<file path="src/rtl/agu_pkg.sv">
// Package: shared encodings for the load/store address generator.
// Assumes 2-bit mode and offset-source fields on the request interface.
package agu_pkg;

    // Addressing mode; the reserved code behaves like plain offset mode
    typedef enum logic [1:0] {
        AM_OFFSET = 2'b00,
        AM_PRE    = 2'b01,
        AM_POST   = 2'b10,
        AM_RSVD   = 2'b11
    } amode_e;

    // Offset source; the reserved code selects the unshifted index
    typedef enum logic [1:0] {
        OS_IMM    = 2'b00,
        OS_IDX    = 2'b01,
        OS_IDX_SH = 2'b10,
        OS_RSVD   = 2'b11
    } osrc_e;

endpackage

</file>
<file path="src/rtl/agu_offset_gen.sv">
// Module: agu_offset_gen
// Builds the offset operand from the immediate (zero-extended), the index,
// or the index shifted left through a log-stage barrel shifter.
// Assumes IMMW <= AW. Bits shifted past the top are discarded.
module agu_offset_gen
    import agu_pkg::*;
#(
    parameter int AW   = 32,
    parameter int IMMW = 12,
    parameter int SHW  = 2
) (
    input  logic [1:0]      osrc,
    input  logic [IMMW-1:0] imm,
    input  logic [AW-1:0]   index,
    input  logic [SHW-1:0]  shamt,
    output logic [AW-1:0]   offset
);
    localparam int PADW = AW - IMMW;

    logic [AW-1:0] stage [0:SHW];
    logic [AW-1:0] imm_ext;

    assign stage[0] = index;
    assign imm_ext  = {{PADW{1'b0}}, imm};

    // one shifter stage per shift-amount bit, each moving by 2**k places
    genvar k;
    generate
        for (k = 0; k < SHW; k++) begin : g_shift
            assign stage[k+1] = shamt[k] ? (stage[k] << (2**k)) : stage[k];
        end
    endgenerate

    // pick the offset source
    always_comb begin
        case (osrc_e'(osrc))
            OS_IMM:    offset = imm_ext;
            OS_IDX_SH: offset = stage[SHW];
            default:   offset = index;
        endcase
    end

endmodule

</file>
<file path="src/rtl/agu_addsub.sv">
// Module: agu_addsub
// Adds or subtracts the offset from the base, wrapping modulo 2**AW.
// Assumes no carry or overflow reporting is needed.
module agu_addsub #(
    parameter int AW = 32
) (
    input  logic [AW-1:0] base,
    input  logic [AW-1:0] offset,
    input  logic          sub,
    output logic [AW-1:0] result
);
    // two's-complement add or subtract, truncated to AW bits
    always_comb begin
        if (sub) result = base - offset;
        else     result = base + offset;
    end

endmodule

</file>
<file path="src/rtl/agu_mode_sel.sv">
// Module: agu_mode_sel
// Routes the base and the indexed sum to address and writeback outputs
// according to the addressing mode. Without writeback, the new base is the
// unmodified base. Assumes the reserved mode behaves like offset mode.
module agu_mode_sel
    import agu_pkg::*;
#(
    parameter int AW = 32
) (
    input  logic [1:0]    mode,
    input  logic [AW-1:0] base,
    input  logic [AW-1:0] sum,
    output logic [AW-1:0] addr,
    output logic [AW-1:0] new_base,
    output logic          wb
);
    // per-mode selection of address, writeback value and enable
    always_comb begin
        case (amode_e'(mode))
            AM_PRE: begin
                addr     = sum;
                new_base = sum;
                wb       = 1'b1;
            end
            AM_POST: begin
                addr     = base;
                new_base = sum;
                wb       = 1'b1;
            end
            default: begin
                addr     = sum;
                new_base = base;
                wb       = 1'b0;
            end
        endcase
    end

endmodule

</file>
<file path="src/rtl/agu_ldst_addr.sv">
// Module: agu_ldst_addr (top)
// Load/store address generation with a registered output stage. A request
// qualified by req_valid is captured at the clock edge. rsp_valid pulses in
// the next cycle, and the results hold until the next request.
// Assumes synchronous active-low reset and request fields valid with req_valid.
module agu_ldst_addr #(
    parameter int AW   = 32,
    parameter int IMMW = 12,
    parameter int SHW  = 2
) (
    input  logic            clk,
    input  logic            rst_n,
    input  logic            req_valid,
    input  logic [AW-1:0]   req_base,
    input  logic [1:0]      req_osrc,
    input  logic [IMMW-1:0] req_imm,
    input  logic [AW-1:0]   req_index,
    input  logic [SHW-1:0]  req_shamt,
    input  logic            req_sub,
    input  logic [1:0]      req_mode,
    output logic            rsp_valid,
    output logic [AW-1:0]   rsp_addr,
    output logic [AW-1:0]   rsp_base,
    output logic            rsp_wb
);
    logic [AW-1:0] offset;
    logic [AW-1:0] sum;
    logic [AW-1:0] nx_addr;
    logic [AW-1:0] nx_base;
    logic          nx_wb;

    agu_offset_gen #(.AW(AW), .IMMW(IMMW), .SHW(SHW)) u_off (
        .osrc   (req_osrc),
        .imm    (req_imm),
        .index  (req_index),
        .shamt  (req_shamt),
        .offset (offset)
    );

    agu_addsub #(.AW(AW)) u_add (
        .base   (req_base),
        .offset (offset),
        .sub    (req_sub),
        .result (sum)
    );

    agu_mode_sel #(.AW(AW)) u_mode (
        .mode     (req_mode),
        .base     (req_base),
        .sum      (sum),
        .addr     (nx_addr),
        .new_base (nx_base),
        .wb       (nx_wb)
    );

    // valid pulse: one cycle per accepted request
    always_ff @(posedge clk) begin
        if (!rst_n) rsp_valid <= 1'b0;
        else        rsp_valid <= req_valid;
    end

    // result registers: load on a request, otherwise hold
    always_ff @(posedge clk) begin
        if (!rst_n) begin
            rsp_addr <= '0;
            rsp_base <= '0;
            rsp_wb   <= 1'b0;
        end else if (req_valid) begin
            rsp_addr <= nx_addr;
            rsp_base <= nx_base;
            rsp_wb   <= nx_wb;
        end
    end

endmodule

</file>
<file path="config.mk">
export PLATFORM = sky130hd
export DESIGN_NAME = agu_ldst_addr
export DESIGN_NICKNAME = d
export VERILOG_FILES = /design/src/rtl/agu_pkg.sv /design/src/rtl/agu_offset_gen.sv /design/src/rtl/agu_addsub.sv /design/src/rtl/agu_mode_sel.sv /design/src/rtl/agu_ldst_addr.sv
export SDC_FILE = /design/constraint.sdc
export NUM_CORES = 1
export LEC_CHECK = 0
export BUFFER_PORTS_ARGS = -buffer_cell sky130_fd_sc_hd__buf_2
export CORE_ASPECT_RATIO = 1.2
export CORE_MARGIN = 2
export CORE_UTILIZATION = 45
export CTS_BUF_LIST = sky130_fd_sc_hd__clkbuf_8
export DETAILED_ROUTE_END_ITERATION = 10
export PLACE_DENSITY_LB_ADDON = 0.1
export SYNTH_ARGS = -nofsm -noshare
export SYNTH_HDL_FRONTEND = slang
export SYNTH_SLANG_ARGS = --single-unit
</file>
<file path="constraint.sdc">
create_clock -name clk -period 10.1 [get_ports clk]
set_clock_uncertainty 0.1 [all_clocks]
set_input_delay 0.505 -clock clk [delete_from_list [all_inputs] [get_ports clk]]
set_output_delay 0.505 -clock clk [all_outputs]
set_load 0.01 [all_outputs]
</file>
# Yosys cells after proc, flatten, opt, wreduce, memory -nomap -nowiden
# Index checks and enable logic that the tools add are counted.
# totals
ff_bits	66
latch_bits	0
ramBits	0
rom_bits	0
inputBits	86
out_inout_bits	66
wordCells	18
n_memories	0
# op_classes
n_addsub	2
n_mul	0
div	0
n_lt_le_gt_ge	0
eq_ne	3
shift	0
n_mux	7
n_bitwise	0
n_reduce_logical	2
# ops
cell	count
two-way mux 32 bit	5
one-hot mux 32 bit (2 select lines)	1
adder 32 bit	1
subtractor 32 bit	1
equality test 2 bit, second input constant	2
equality test 2 x 1 -> 1 bit, second input constant	1
logical NOT 2 bit	1
OR reduction 2 bit	1
two-way mux 1 bit	1

# Depth between registers and ports, before layout
# Gate-level depths: netlist of the first run.
# logic_depth
word_depth	6
ltp_mapped	26

# By module
# Synthesis of the first run repeated with hierarchy kept, for this count alone.
# unflattened
cells_unflattened	767
hier_area_um2	6915.4
# modules_own_cells
module	instances	cells_per_inst	area_each_um2	seq_area_each_um2
agu_ldst_addr	1	212	2534.9	1321.3
agu_addsub	1	350	2349.8	0.0
agu_mode_sel	1	75	1078.5	0.0
agu_offset_gen	1	130	952.2	0.0

# Least setup slack after synthesis of the first run
# No wires, ideal clock.
# synth_timing
path_type	input to register
startpoint	in req_shamt[1]
endpoint	reg rsp_addr[27]
arrival_time_ns	4.820
t_required_ns	9.930
slack_ns	5.111
stages	24
path_buffers	3
cell_sequence	buf_2 inv_1 a31o_1 buf_2 clkbuf_1 a22o_1 inv_1 ha_1 inv_1 nor4_2 inv_2 nor4b_4 a21oi_1 xor2_1 ha_1 nand3_1 nor2_1 a221oi_1 a31oi_1 o41ai_2 o21ai_0 xnor2_1 o21a_1 a21oi_1
# synth_via
elab_chain_len	5
word_cells_on_any_way	6
cone_classes	add/sub: 2; mux: 4
# synth_lines
element	line_no	text
start: declaration	agu_ldst_addr.sv:18	input logic [SHW-1:0] req_shamt,
two-way mux 32 bit (*)	agu_offset_gen.sv:30	assign stage[k+1] = shamt[k] ? (stage[k] << (2**k)) : stage[k];
one-hot mux 32 bit (2 select lines) (*)	agu_offset_gen.sv:36	case (osrc_e'(osrc))
adder 32 bit / subtractor 32 bit (equally long branches)	agu_addsub.sv:15, agu_addsub.sv:14	
two-way mux 32 bit (*)	agu_addsub.sv:14	if (sub) result = base - offset;
two-way mux 32 bit (*)	agu_mode_sel.sv:19	case (amode_e'(mode))
end signal: assignment	agu_ldst_addr.sv:69	rsp_addr <= nx_addr;
end: declaration	agu_ldst_addr.sv:22	output logic [AW-1:0] rsp_addr,
# Mark *: on every way between the ends. The rest lies on a longest branch, timed or not.
# A chain may end at the register's enable or synchronous reset.

# Final worst setup path of the first run
# layout_timing
startpoint	in req_shamt[0]
endpoint	reg rsp_base[31]
# layout_via
elab_chain_len	6
word_cells_on_any_way	7
cone_classes	add/sub: 2; mux: 5
# layout_lines
element	line_no	text
two-way mux 32 bit (*) (2 in series)	agu_offset_gen.sv:30	
one-hot mux 32 bit (2 select lines) (*)	agu_offset_gen.sv:36	
adder 32 bit / subtractor 32 bit (equally long branches)	agu_addsub.sv:15, agu_addsub.sv:14	
two-way mux 32 bit (*)	agu_addsub.sv:14	
two-way mux 32 bit (*)	agu_mode_sel.sv:19	
end signal: assignment	agu_ldst_addr.sv:70	rsp_base <= nx_base;
end: declaration	agu_ldst_addr.sv:23	output logic [AW-1:0] rsp_base,
# Marks and branches as above.

==> impl_metrics.tcl, run 1 <==
set metrics [dict create \
    outcome "completed" \
    ant_nets 0 \
    final_common_cell "buf_2" \
    path_clk_slew_ns 0.08 \
    drt-wirelength-per-cell_um 17.9 \
    rsz0062_at_grt "no" \
    gr-usage-all-layers_pct 25.6 \
    cts_tree "yes" \
    tightest_slew_ns 1.05 \
    ir_drop_mv 0.101 \
    io_buffer_count 151 \
    numClockSinks 66 \
    drtIter0Drc 492 \
    setup_tns_ns 0 \
    ios 152 \
    period_share_pct 59.2 \
    final_cells 1093 \
    core_area_um2 13300 \
    cp-startpoint "req_shamt[0]" \
    worstPathCellList "buf_2 -> inv_2 -> a31o_1 -> a22o_1 -> inv_1 -> ha_1 -> inv_1 -> nor4_2 -> inv_2 -> nor4b_4 -> a21oi_1 -> xor2_1 -> ha_1 -> nand3_1 -> nor4_1 -> o21ai_1 -> a31oi_1 -> o41ai_2 -> o41ai_1 -> nor2_1 -> nand2_1 -> a41oi_2" \
    synthCells 810 \
    synthArstFlopShare_pct 0 \
    placed_cells 1077 \
    ys_ff_latch 66 \
    cpMaxStageDelayCell "buf_2" \
    gp_congestion 0.921 \
    synth_cell_types 74 \
    drive_gt1_share_pct 21.2 \
    post_cts_buffers 0 \
    via_count 6581 \
    slew_viol_final 0 \
    yosysSeqAreaShare_pct 21.4 \
    die_width_um 111 \
    cts_resized 0 \
    h-tree-depth 3 \
    drv_cap 0 \
    ctsHoldBuffers 0 \
    synth_edf_count 0 \
    grt_max_degree 94 \
    fp-row-count 46 \
    period_minus_slack_ns 5.98 \
    r2r_start "rsp_addr[30]" \
    syn_nets 930 \
    crit_buf_inv 5 \
    cp_slowest_stage_delay_ns 0.69 \
    grt_pass1_vias 5932 \
    wl_um 19600 \
    ys_warn_count 0 \
    synth_area_per_cell_um2 7.63 \
    cp_data_arrival_time_ns 6.09 \
    hp-class "input port to flip-flop" \
    p_leak_nw 3.15 \
    clk-insertion-delay-late_ns 0.36 \
    mappedNetlistArea_um2 6180 \
    drc 0 \
    cp.required_ns 10.21 \
    overflow 0 \
    dp.final_hpwl_um 15200 \
    clk_path_buf_depth 2 \
    powerDensity_nw_per_um2 145 \
    critPathKind "input port to flip-flop" \
    ctsRootBufferMaster "clkbuf_8" \
    fillCellCount 1324 \
    worstHoldStart "req_base[23]" \
    setup_viol 0 \
    drt_first_pass_iters 5 \
    synthFlopType "dfxtp_1" \
    clock.fmax_mhz 167 \
    critical_path.top_delay_family "compound AO/OA/AOI/OAI gates" \
    start_util_pct 46.5 \
    relSlewSlack_pct 29.6 \
    grt_pass1_wl_um 31100 \
    antenna_cells 0 \
    endpoint_kind "flip-flop" \
    area_growth_pct 15.2 \
    finish.utilization_pct 53.5 \
    critPathMaxFanout 34 \
    die_y_um 132 \
    final_hold_viol_count 0 \
    cts_inserted_buffers 9 \
    via_per_inst 6.02 \
    cp-start-kind "input port" \
    antenna_found_initial 2 \
    layout_common_cells "buf_2 (150), nand2_1 (87), nor2_1 (76), o21ai_0 (72), dfxtp_1 (66)" \
    die_area_um2 14700 \
    nets 1040 \
]
==> flip-flops by register name, indices dropped and copies added, names as in the netlist <==
name / cells
rsp_base: 32
rsp_valid: 1
rsp_addr: 32
rsp_wb: 1
==> metal layers <==
layer  up-vias  GRT usage, %  part of all wire [%]
met5         -             0                     0
met4         0          7.15                   1.9
met3        27          3.26                   5.4
met2       235          41.2                    45
met1      3085          36.0                    48
li1       3234             -                     -
==> path summary, 6_finish.rpt <==
kind	endpoint	slack, ns	cells after the start
worst max-delay path	rsp_base[31]	4.12	22
worst min-delay path	rsp_addr[23]	0.33	3
worst max register to register	rsp_addr[30]	9.18	2
worst min register to register	rsp_base[0]	0.39	2
==> Yosys cell counts, types with 10 or more instances <==
library cell | number | area share [%]
dfxtp_1 | 66 | 21
a31oi_1 | 26 | 2.6
a211oi_1 | 11 | 1.3
nand3_1 | 11 | 0.89
a21o_1 | 10 | 1.2
inv_1 | 25 | 1.5
xnor2_1 | 32 | 4.5
o22ai_1 | 10 | 1.0
nor2_1 | 76 | 4.6
o211ai_1 | 21 | 2.6
ha_1 | 33 | 6.7
o21ai_0 | 72 | 5.8
nor2b_1 | 12 | 1.2
clkbuf_1 | 38 | 2.3
xor2_1 | 21 | 3.0
nand2_1 | 87 | 5.3
o21a_1 | 10 | 1.2
a221oi_1 | 13 | 1.8
a221o_1 | 15 | 2.4
a21oi_1 | 48 | 3.9
mux2i_1 | 32 | 5.2
nor3_1 | 10 | 0.81
==> cells by family (layout without fill, tap and decap cells) <==
| family | after synthesis | in the layout | share of synthesized area [%] |
|---|---|---|---|
| and+or+nand+nor | 250 | 250 | 19.7 |
| AOI/OAI and AO/OA | 284 | 284 | 31.1 |
| DFF | 66 | 66 | 21.4 |
| adders and majority gates | 34 | 34 | 7.01 |
| muxes | 39 | 39 | 7.19 |
| xor gates and xnor gates | 54 | 54 | 7.78 |
| buffers and inverters | 83 | 198 | 5.85 |
==> metrics by stage <==
step / power (mW) / worst slack [ns] / cell area, um2 / hold WS (ns)
detailed placement: 0.795 / 3.82 / 6920 / 0.377
CTS: 1.03 / 4.21 / 7120 / 0.318
global route: 1.10 / 3.62 / 7120 / 0.341
finish: 1.03 / 4.12 / 7120 / 0.335
floorplan: 0.655 / 5.11 / 6180 / 0.403
global placement: 0.783 / 3.96 / 6920 / 0.368
==> worst register-to-register path, stage by stage, from the launching register on <==
cell and delay [ns]:
dfxtp_1 0.33, o21ai_0 0.08, a311oi_1 0.28
==> where the power goes <==
part | switching (mW) | internal (mW)
logic | 0.293 | 0.197
clock network | 0.114 | 0.121
registers | 0.0156 | 0.290
==> area by class of cell <==
cell class              count  area [um2]  share of cell area, %
clock buffers              10         138                   1.93
clock inverters             6        65.1                  0.914
inverters                  28         105                   1.48
multi-input cells         661        4500                   63.2
flip-flops and latches     66        1320                   18.6
well taps                 168         210                   2.95
repair buffers            154         781                   11.0
(Power assumes the default switching activity.)
==> inputs of run 2 (changes only) <==
==> constraint.sdc (replaced) <==
create_clock -name clk -period 6.15 [get_ports clk]
set_clock_uncertainty 0.1 [all_clocks]
set_input_delay 0.3075 -clock clk [delete_from_list [all_inputs] [get_ports clk]]
set_output_delay 0.3075 -clock clk [all_outputs]
set_load 0.01 [all_outputs]
==> run 2 against run 1 <==
Sequential power increased by 64%. Register-to-register slack got worse by 3.9 ns. Combinational power increased by 64%. Final cell count unchanged. Largest power group unchanged.
==> impl_metrics.tcl, run 2 (synthesis gave the netlist of run 1 again) <==
set metrics [dict create \
    placed_cells 1079 \
    ctsHoldBuffers 0 \
    fillCellCount 1288 \
    whs_ns 0.156 \
    cp_slowest_stage_delay_ns 0.64 \
    h-tree-depth 3 \
    placed_area_um2 6930 \
    wl_um 19000 \
    gp_congestion 0.892 \
    clk_path_buf_depth 2 \
    drive_gt1_share_pct 21.2 \
    cts_tree "yes" \
    cts_resized 0 \
    finalPower_mw 1.67 \
    cp-start-kind "input port" \
    post_cts_buffers 0 \
    cpMaxStageDelayCell "o41ai_2" \
    drtIter0Drc 499 \
    die_width_um 111 \
    top_regs "rsp_addr: 32 flops, rsp_base: 32 flops" \
    path_clk_slew_ns 0.07 \
    ios 152 \
    antenna_found_initial 0 \
    cts_inserted_buffers 9 \
    fp-row-count 46 \
    slew_viol_final 0 \
    endpoint_kind "flip-flop" \
    p_leak_nw 3.16 \
    grt_max_degree 126 \
    cp_data_arrival_time_ns 5.42 \
    core_area_um2 13300 \
    drv_cap 0 \
    drt-wirelength-per-cell_um 17.4 \
    drc 0 \
    setup_tns_ns 0 \
    drt_first_pass_iters 5 \
    final_cells 1093 \
    die_y_um 132 \
    powerDensity_nw_per_um2 234 \
    gr-usage-all-layers_pct 25.0 \
    numClockSinks 66 \
    layout_common_cells "buf_2 (150), nand2_1 (87), nor2_1 (76), o21ai_0 (72), dfxtp_1 (66)" \
    start_util_pct 46.5 \
    final_hold_viol_count 0 \
    critPathKind "input port to flip-flop" \
    rsz0062_at_grt "no" \
    grt_pass1_wl_um 30600 \
    dp.final_hpwl_um 14700 \
    critPathMaxFanout 27 \
    clock.fmax_mhz 187 \
    tightest_slew_ns 1.06 \
    period_minus_slack_ns 5.34 \
    via_count 6548 \
    cp.required_ns 6.23 \
    final_common_cell "buf_2" \
    ant_nets 0 \
    area_growth_pct 15.3 \
    setup_viol 0 \
    clk-insertion-delay-late_ns 0.34 \
    fin_area_um2 7120 \
    relSlewSlack_pct 29.2 \
    hp-class "input port to flip-flop" \
    period_share_pct 86.9 \
    overflow 0 \
    antenna_cells 0 \
    io_buffer_count 151 \
    die_area_um2 14700 \
    via_per_inst 5.99 \
    grt_pass1_vias 5974 \
    ctsRootBufferMaster "clkbuf_8" \
    ir_drop_mv 0.177 \
    nets 1042 \
    outcome "completed" \
    worstPathCellList "buf_2 -> or3b_1 -> o211ai_1 -> inv_1 -> ha_1 -> inv_1 -> nor4_2 -> inv_2 -> nor4b_4 -> a21oi_1 -> xor2_1 -> ha_1 -> nand3_1 -> nor2_1 -> a221oi_1 -> a31oi_1 -> o41ai_2 -> o21ai_0 -> xnor2_1 -> o21a_1 -> a21oi_1" \
]
-- run 2: cell types whose count changed in the layout (fill, tap and decap cells not counted) --
| cell | before | now |
|---|---|---|
| buf_4 | 4 | 6 |
| clkbuf_8 | 10 | 11 |
| clkinv_4 | 1 | 0 |
| clkinvlp_4 | 1 | 0 |
| inv_6 | 1 | 0 |
-- run 2: worst paths after layout --
path / start / endpoint / slack (ns) / cells past startpoint
min: req_base[22] / rsp_addr[22] / 0.16 / 3
max reg2reg: rsp_base[30] / rsp_base[30] / 5.24 / 2
min reg2reg: rsp_addr[1] / rsp_addr[1] / 0.38 / 2
max: req_osrc[0] / rsp_addr[27] / 0.81 / 21
-- run 2: metal layers --
metal / routed length (um) / track usage, %
met4: 189 / 5.21
met2: 8740 / 41.7
met1: 8950 / 34.8
met5: 0 / 0
met3: 1160 / 3.36
-- run 2: critical path, delay by kind of cell --
| family | cells | cell delay (ns) |
|---|---|---|
| xor+xnor | 2 | 0.45 |
| simple gates | 5 | 1.51 |
| fa+ha+maj | 2 | 0.54 |
| compound gates | 8 | 1.96 |
| buf+inv | 4 | 0.64 |
-- run 2: stage by stage --
stage | worst slack [ns] | utilization (%)
final | 0.808 | 53.6
after global routing | 0.288 | 53.6
after detailed placement | 0.541 | 52.1
after global placement | 0.698 | 52.1
after floorplan | 1.36 | -
after CTS | 0.892 | 53.6
-- run 2: area by class of cell --
cell class / instances / area [um2] / share of cell area (%)
flip-flops and latches: 66 / 1320 / 18.5
inverters: 28 / 105 / 1.48
clock inverters: 3 / 40.0 / 0.562
repair buffers: 156 / 796 / 11.2
multi-input cells: 661 / 4500 / 63.2
clock buffers: 11 / 151 / 2.13
well taps: 168 / 210 / 2.95
-- run 2: power breakdown --
group          internal [mW]  switching, mW
registers              0.477         0.0240
logic                  0.324          0.478
clock network          0.204          0.162
total                   1.00          0.664
